$ cat src/rtl/eth_da_filter.sv
module eth_da_filter #(
  parameter int ADDR_BYTES = 6,
  parameter int HASH_BITS  = 6
) (
  input  logic                    clk,
  input  logic                    rst_n,
  input  logic                    rx_valid,
  input  logic                    rx_sof,
  input  logic [7:0]              rx_data,
  input  logic [8*ADDR_BYTES-1:0] station_addr,
  input  logic [(1<<HASH_BITS)-1:0] mcast_hash,
  input  logic                    cfg_bcast_en,
  input  logic                    cfg_mcast_en,
  input  logic                    cfg_promisc,
  output logic                    dec_valid,
  output logic                    dec_accept,
  output logic [1:0]              dec_kind
);

  localparam int          CW    = $clog2(ADDR_BYTES + 1);
  localparam logic [CW-1:0] LAST = CW'(ADDR_BYTES - 1);
  localparam logic [CW-1:0] DONE = CW'(ADDR_BYTES);
  localparam logic [31:0] POLY  = 32'h04C11DB7;
  localparam logic [1:0]  K_NONE = 2'b00, K_PHYS = 2'b01, K_MCAST = 2'b10, K_BCAST = 2'b11;

  logic [CW-1:0] cnt;
  logic          phys_q, bc_q, mc_q;
  logic [31:0]   crc_q;

  function automatic logic [31:0] crc_step(input logic [31:0] c, input logic [7:0] d);
    logic [31:0] r;
    logic        fb;
    r = c;
    for (int i = 0; i < 8; i++) begin
      fb = r[31] ^ d[i];
      r  = {r[30:0], 1'b0};
      if (fb) r = r ^ POLY;
    end
    return r;
  endfunction

  wire            take     = rx_valid && (rx_sof || cnt < DONE);
  wire [CW-1:0]   idx      = rx_sof ? '0 : cnt;
  wire [7:0]      sta_b    = station_addr[idx*8 +: 8];
  wire [31:0]     crc_nx   = crc_step(rx_sof ? 32'hFFFF_FFFF : crc_q, rx_data);
  wire            phys_nx  = (rx_sof | phys_q) & (rx_data == sta_b);
  wire            bc_nx    = (rx_sof | bc_q) & (&rx_data);
  wire            mc_nx    = rx_sof ? rx_data[0] : mc_q;
  wire            hash_hit = mcast_hash[crc_nx[31:32-HASH_BITS]];

  logic       acc_nx;
  logic [1:0] kind_nx;

  always_comb begin
    acc_nx  = 1'b0;
    kind_nx = K_NONE;
    if (cfg_promisc || phys_nx) begin
      acc_nx  = 1'b1;
      kind_nx = K_PHYS;
    end else if (bc_nx) begin
      if (cfg_bcast_en) begin
        acc_nx  = 1'b1;
        kind_nx = K_BCAST;
      end
    end else if (mc_nx) begin
      if (cfg_mcast_en && hash_hit) begin
        acc_nx  = 1'b1;
        kind_nx = K_MCAST;
      end
    end
  end

  always_ff @(posedge clk or negedge rst_n) begin
    if (!rst_n) begin
      cnt        <= DONE;
      crc_q      <= '1;
      phys_q     <= 1'b0;
      bc_q       <= 1'b0;
      mc_q       <= 1'b0;
      dec_valid  <= 1'b0;
      dec_accept <= 1'b0;
      dec_kind   <= K_NONE;
    end else if (take) begin
      cnt    <= idx + 1'b1;
      crc_q  <= crc_nx;
      phys_q <= phys_nx;
      bc_q   <= bc_nx;
      mc_q   <= mc_nx;
      if (rx_sof) begin
        dec_valid  <= 1'b0;
        dec_accept <= 1'b0;
        dec_kind   <= K_NONE;
      end
      if (idx == LAST) begin
        dec_valid  <= 1'b1;
        dec_accept <= acc_nx;
        dec_kind   <= kind_nx;
      end
    end
  end

  p_accept_in_window_r9: assert property (@(posedge clk) disable iff (!rst_n)
    dec_accept |-> dec_valid);

  p_reject_has_no_kind_r9: assert property (@(posedge clk) disable iff (!rst_n)
    dec_valid && !dec_accept |-> dec_kind == K_NONE);

  p_hold_decision_r3: assert property (@(posedge clk) disable iff (!rst_n)
    dec_valid && !(rx_valid && rx_sof) |=> dec_valid && $stable(dec_accept) && $stable(dec_kind));

  p_sof_clears_r3: assert property (@(posedge clk) disable iff (!rst_n)
    rx_valid && rx_sof |=> !dec_valid);

  p_rise_on_byte_r2: assert property (@(posedge clk) disable iff (!rst_n)
    $rose(dec_valid) |-> $past(rx_valid) && !$past(rx_sof));

  p_promisc_accepts_r8: assert property (@(posedge clk) disable iff (!rst_n)
    $rose(dec_valid) && $past(cfg_promisc) |-> dec_accept && dec_kind == K_PHYS);

  p_unicast_kind_r7: assert property (@(posedge clk) disable iff (!rst_n)
    $rose(dec_valid) && !$past(cfg_promisc) && !mc_q |-> dec_kind == K_NONE || dec_kind == K_PHYS);

endmodule

$ cat config.mk
export PLATFORM = sky130hd
export DESIGN_NAME = eth_da_filter
export DESIGN_NICKNAME = d
export VERILOG_FILES = /design/src/rtl/eth_da_filter.sv
export SDC_FILE = /design/constraint.sdc
export NUM_CORES = 1
export LEC_CHECK = 0
export ABC_AREA = 1
export BUFFER_PORTS_ARGS = -buffer_cell sky130_fd_sc_hd__buf_2
export CAP_MARGIN = 0
export CORE_MARGIN = 4
export CORE_UTILIZATION = 25
export CTS_BUF_LIST = sky130_fd_sc_hd__clkbuf_16
export CTS_CLUSTER_SIZE = 16
export DETAILED_ROUTE_END_ITERATION = 10
export GPL_TIMING_DRIVEN = 0
export PLACE_DENSITY = 0.5
export SYNTH_ARGS = -nofsm -noshare
export SYNTH_HDL_FRONTEND = slang
export SYNTH_SLANG_ARGS = --single-unit
$ cat constraint.sdc
create_clock -name clk -period 3.4 [get_ports clk]
set_clock_uncertainty 0.15 [all_clocks]
set_input_delay 0.68 -clock clk [delete_from_list [all_inputs] [get_ports clk]]
set_output_delay 0.68 -clock clk [all_outputs]
set_load 0.05 [all_outputs]
**Word-level counts from Yosys, hierarchy flattened**

Index checks and enable logic that the tools add are counted.

- Register bits: 42
- Input port bits: 127
- Output and inout bits: 4
- Word-level logic and storage cells: 69

- Add/subtract/negate cells: 1
- Order comparisons: 2
- Eq/ne operators: 2
- Shift-type cells: 1
- Mux-type cells: 28
- Bitwise logic cells: 20
- Reductions and logical operators: 7

Operators with widths:

| operator | number |
|---|---|
| 27-bit 2-to-1 mux | 8 |
| 14-bit NOT | 8 |
| 48-bit by 7-bit indexed part select with 8-bit output | 1 |
| 32-bit 2-to-1 mux | 1 |
| 2-bit 2-to-1 mux | 7 |
| 1-bit 2-to-1 mux | 10 |
| 8-bit == test | 1 |
| 8-bit AND reduction | 1 |
| 1-bit XOR | 8 |
| 6-bit by 7-bit less-than comparator with 1-bit output (second input constant) | 1 |
| 1-bit binary-select mux with 6-bit select | 1 |
| 3-bit by 1-bit adder with 3-bit output (second input constant) | 1 |
| 3-bit == test (second input constant) | 1 |
| 3-bit less-than comparator (second input constant) | 1 |
| 3-bit 2-to-1 mux | 1 |
| 1-bit AND | 2 |
| 1-bit logical AND | 2 |
| 1-bit logical OR | 2 |
| 1-bit bitwise OR | 2 |
| 2-bit AND reduction | 1 |
| 2-bit nonzero test | 1 |

**Longest topological paths before layout**

- Word-level depth: 25
- Mapped depth: 21
- Depth with buffers taken out: 20

**Worst setup path before layout**

No wires, ideal clock.

- Path type: input port to flip-flop
- Start point: input rx_sof
- End point: register dec_kind[1]
- Arrival: 2,386 ps
- Required time: 3,132 ps
- Setup slack: 746 ps
- Stages: 19
- Buffers on the path: 1
- Cells stage by stage: o21ai_0 nand2_4 nand2_4 nand2_1 nand2_2 nand2_2 nand2_4 nand2_4 buf_6 nand2_1 nand3_1 nand3_1 nand3_1 nand3_1 nand3_1 nand3_1 nand2_1 nand2_1 nand2_1

- Word-level cells in the longest chain between the ends: 20
- Elaborated cells on any way between the ends: 47

Ends and longest elaborated chain:

| item | RTL line | RTL |
|---|---|---|
| start: declaration | 8 | `input logic rx_sof,` |
| 32-bit 2-to-1 mux | 45 | `wire [31:0] crc_nx = crc_step(rx_sof ? 32'hFFFF_FFFF : crc_q, rx_data);` |
| 27-bit 2-to-1 mux (3 in a row) | 37 | `if (fb) r = r ^ POLY;` |
| 14-bit NOT (no source line) | - |  |
| 27-bit 2-to-1 mux | 37 |  |
| 14-bit NOT (no source line) | - |  |
| 27-bit 2-to-1 mux (3 in a row) | 37 |  |
| 14-bit NOT (no source line) | - |  |
| 27-bit 2-to-1 mux | 37 |  |
| 1-bit binary-select mux with 6-bit select | 49 | `wire hash_hit = mcast_hash[crc_nx[31:32-HASH_BITS]];` |
| 1-bit 2-to-1 mux (implied by the code) | 49 |  |
| 1-bit logical AND | 66 | `if (cfg_mcast_en && hash_hit) begin` |
| 2-bit 2-to-1 mux | 66 |  |
| 2-bit 2-to-1 mux | 65 | `end else if (mc_nx) begin` |
| 2-bit 2-to-1 mux | 60 | `end else if (bc_nx) begin` |
| 2-bit 2-to-1 mux | 57 | `if (cfg_promisc \|\| phys_nx) begin` |
| 2-bit 2-to-1 mux | 94 | `if (idx == LAST) begin` |
| end signal: assignment | 97 | `dec_kind <= kind_nx;` |
| end: declaration | 17 | `output logic [1:0] dec_kind` |

Several ways; a longest one is shown, not always the timed one. The select of a mux whose other input is x is not followed.
A chain may end at the register's enable or synchronous reset.

**Final worst setup path**

- Start point: input rx_sof
- End point: register bc_q

- Word-level cells in the longest chain between the ends: 2
- Elaborated cells on any way between the ends: 4

Ends and longest elaborated chain:

| item | RTL line | RTL |
|---|---|---|
| 1-bit bitwise OR or 1-bit logical OR (tied branches) | 47, 42 |  |
| 1-bit AND or 1-bit logical AND (tied branches) | 47, 42 |  |
| end signal: assignment | 87 | `bc_q <= bc_nx;` |
| end: declaration | 27 | `logic phys_q, bc_q, mc_q;` |

Several ways; a longest one is shown, not always the timed one.

==> results.cfg <==
[placement]
portBuffers = 130
gp_congestion = 0.830
place_inst = 904
hpwl_um = 10700
placed_area_um2 = 4900

[synth]
yosys_most_used_dff = dfstp_2
syn-num-nets = 692
netlist_area_um2 = 3990
async_flop_share_pct = 100
avgSynthCellArea_um2 = 7.08
synth_edf_count = 0
ys_seq_area_share_pct = 27.4
synth_warnings = 0
synth-seq-cells = 42
yosys.cell_types.count = 44
synth_cells = 563

[timing]
fin_crit_ps = 3160
finalHoldViolCount = 0
slew_headroom_pct = 33.7
worstMarginPinSlew_ps = 994
fmax_mhz = 316
worst_hold_slack_ps = 322
rsz0062_at_grt = false
setup_violations = 0
drv_slew = 0
tns_ps = 0
fin_crit_sh_pct = 93.0

[cts]
cts_buffer_depth = 2
path_clk_slew_ps = 70
cts_tree = built
insertion_delay_ps = 290
clock-sinks = 42
cts_max_level = 2
cts_buffers = 5
ctsHoldBuffers = 0
cts_setup_buffers = 0
cts_root_buffer = clkbuf_16
cts_resized = 0

[critical_path]
crit_top_cell = buf_2
r2r_slack_ps = 550
rr_worst_depth = 16
cp.required_ps = 3440
arrival_ps = 3200
r2r-end = dec_kind[1]
slowest_stage = o21ai_1
critPathKind = in2reg
path_max_fanout = 10
r2r-start = crc_q[31]
worst_setup_path_end_kind = flip-flop
path_cells = buf_2 > buf_6 > buf_2 > nor2_2 > inv_1 > clkbuf_1 > o21ai_1 > buf_2 > buf_2 > nand2_1 > o21ai_0
max_stage_delay_ps = 640
cp-start-kind = input port

[power_and_ir_drop]
p_leak_nw = 2.43
p_total_mw = 3.98
p_per_area_nw_per_um2 = 789
peakVddDrop_mv = 0.272

[floorplanning]
design.die.area_um2 = 18000
initial_core_util_pct = 25.8
core_area_um2 = 15400
std_cell_rows = 45
num_io_pins = 131
die_x_um = 134
die_h_um = 134

[finish]
final_cell_area_um2 = 5050
areaGrowthSynthToFinish_pct = 26.7
fin_cells = 912
n_antenna_cell = 0
num-nets-final = 829
final_cell_mix = buf_2 (141), nand2_1 (119), nand3_1 (96), nor2_1 (53), o21ai_0 (50)
final_common_cell = buf_2
layout-drive-gt1-share_pct = 33.2

[grt]
first_global_vias = 4080
grt_pass1_wl_um = 21300
antenna_found_initial = 0
grt_usage_pct = 14.5
grt_max_degree = 43
overflow = 0

[worst_hold_path]
min_path_type = reg2reg
hold_end = crc_q[3]
hp-start = crc_q[3]
whs_path_depth = 2

[outcome]
status = completed

[route]
drt_first_pass_iters = 5
wl_per_cell_um = 14.7
route.detailed.drc = 0
route.vias.total = 4118
routed_wl_um = 13400
drtIter0Drc = 200
via_per_inst = 4.52
drtAntennaViolNets = 0

[job]
drv_cap = 0
worst max path at each step:
stage | start | to | slack [ps] | depth (start not counted)
3_5_place_dp | rx_sof | bc_q | -50 | 11
2_1_floorplan | rx_sof | dec_kind[1] | 750 | 19
6_report | rx_sof | bc_q | 240 | 11
3_3_place_gp | rx_sof | crc_q[8] | -40 | 11
4_1_cts | rx_sof | bc_q | 240 | 11
5_1_grt | rx_sof | crc_q[7] | 70 | 11
cell type report:
| cell class | instances | area [µm²] |
|---|---|---|
| multi-input cells | 457 | 2600 |
| clock inverters | 3 | 22.5 |
| plain buffers | 27 | 153 |
| clock buffers | 5 | 125 |
| well taps | 211 | 264 |
| flip-flops and latches | 42 | 1090 |
| fillers | 1743 | 10400 |
| inverters | 37 | 139 |
| repair buffers | 130 | 651 |
metal layers:
layer,GRT usage [%],share of wire (%),up-vias
met5,0,0,-
met1,18.7,46,1897
met2,26.1,49,92
met4,1.81,0.45,0
li1,-,-,2123
met3,2.44,4.9,6
synthesized netlist by cell type, drive strengths merged, types with 3 or more instances:
library cell  count  area, µm²
nand2           134        576
nand3            99        518
nor2             59        241
o21ai            54        274
xor2             50        502
inv              37        139
dfstp            34        893
buf              19        123
xnor2            17        175
clkbuf            8       30.0
dfrtp             8        200
a22oi             7       52.6
o22ai             7       43.8
or2               5       31.3
a21oi             4       20.0
nand3b            4       30.0
a2bb2oi           3       26.3
state kept, by name, summed over array words and instances, names as in the netlist:
register	cells
crc_q	32
bc_q	1
cnt	3
mc_q	1
dec_accept	1
dec_valid	1
dec_kind	2
phys_q	1
stage by stage:
stage          util [%]  setup WS, ps
2_1_floorplan         -           746
3_3_place_gp       31.8         -42.2
3_5_place_dp       31.8         -51.9
4_1_cts            32.7           245
5_1_grt            32.7          69.5
6_report           32.7           238
worst max-delay path: cells and delay by family:
kind	cells	cell delay, ps
simple gates	2	250
compound gates	2	730
buf+inv	7	1510
report_power, final:
part	internal, mW	switching, mW	total (mW)	leakage, nW
clock	0.275	0.214	0.490	0.0708
sequential	0.833	0.117	0.950	0.464
combinational	0.973	1.57	2.54	1.90
kinds of logic (layout without fill, tap and decap cells):
| logic type | count (synthesis) | in the layout | share of synthesized area [%] |
|---|---|---|---|
| xor gates and xnor gates | 67 | 67 | 17.0 |
| buffers and inverters | 64 | 202 | 7.32 |
| muxes | 1 | 1 | 0.251 |
| AOI/OAI and AO/OA | 81 | 81 | 11.6 |
| adders and majority gates | 2 | 2 | 0.628 |
| and+or+nand+nor | 306 | 306 | 35.8 |
| DFF | 42 | 42 | 27.4 |
(Power assumes the default switching activity.)
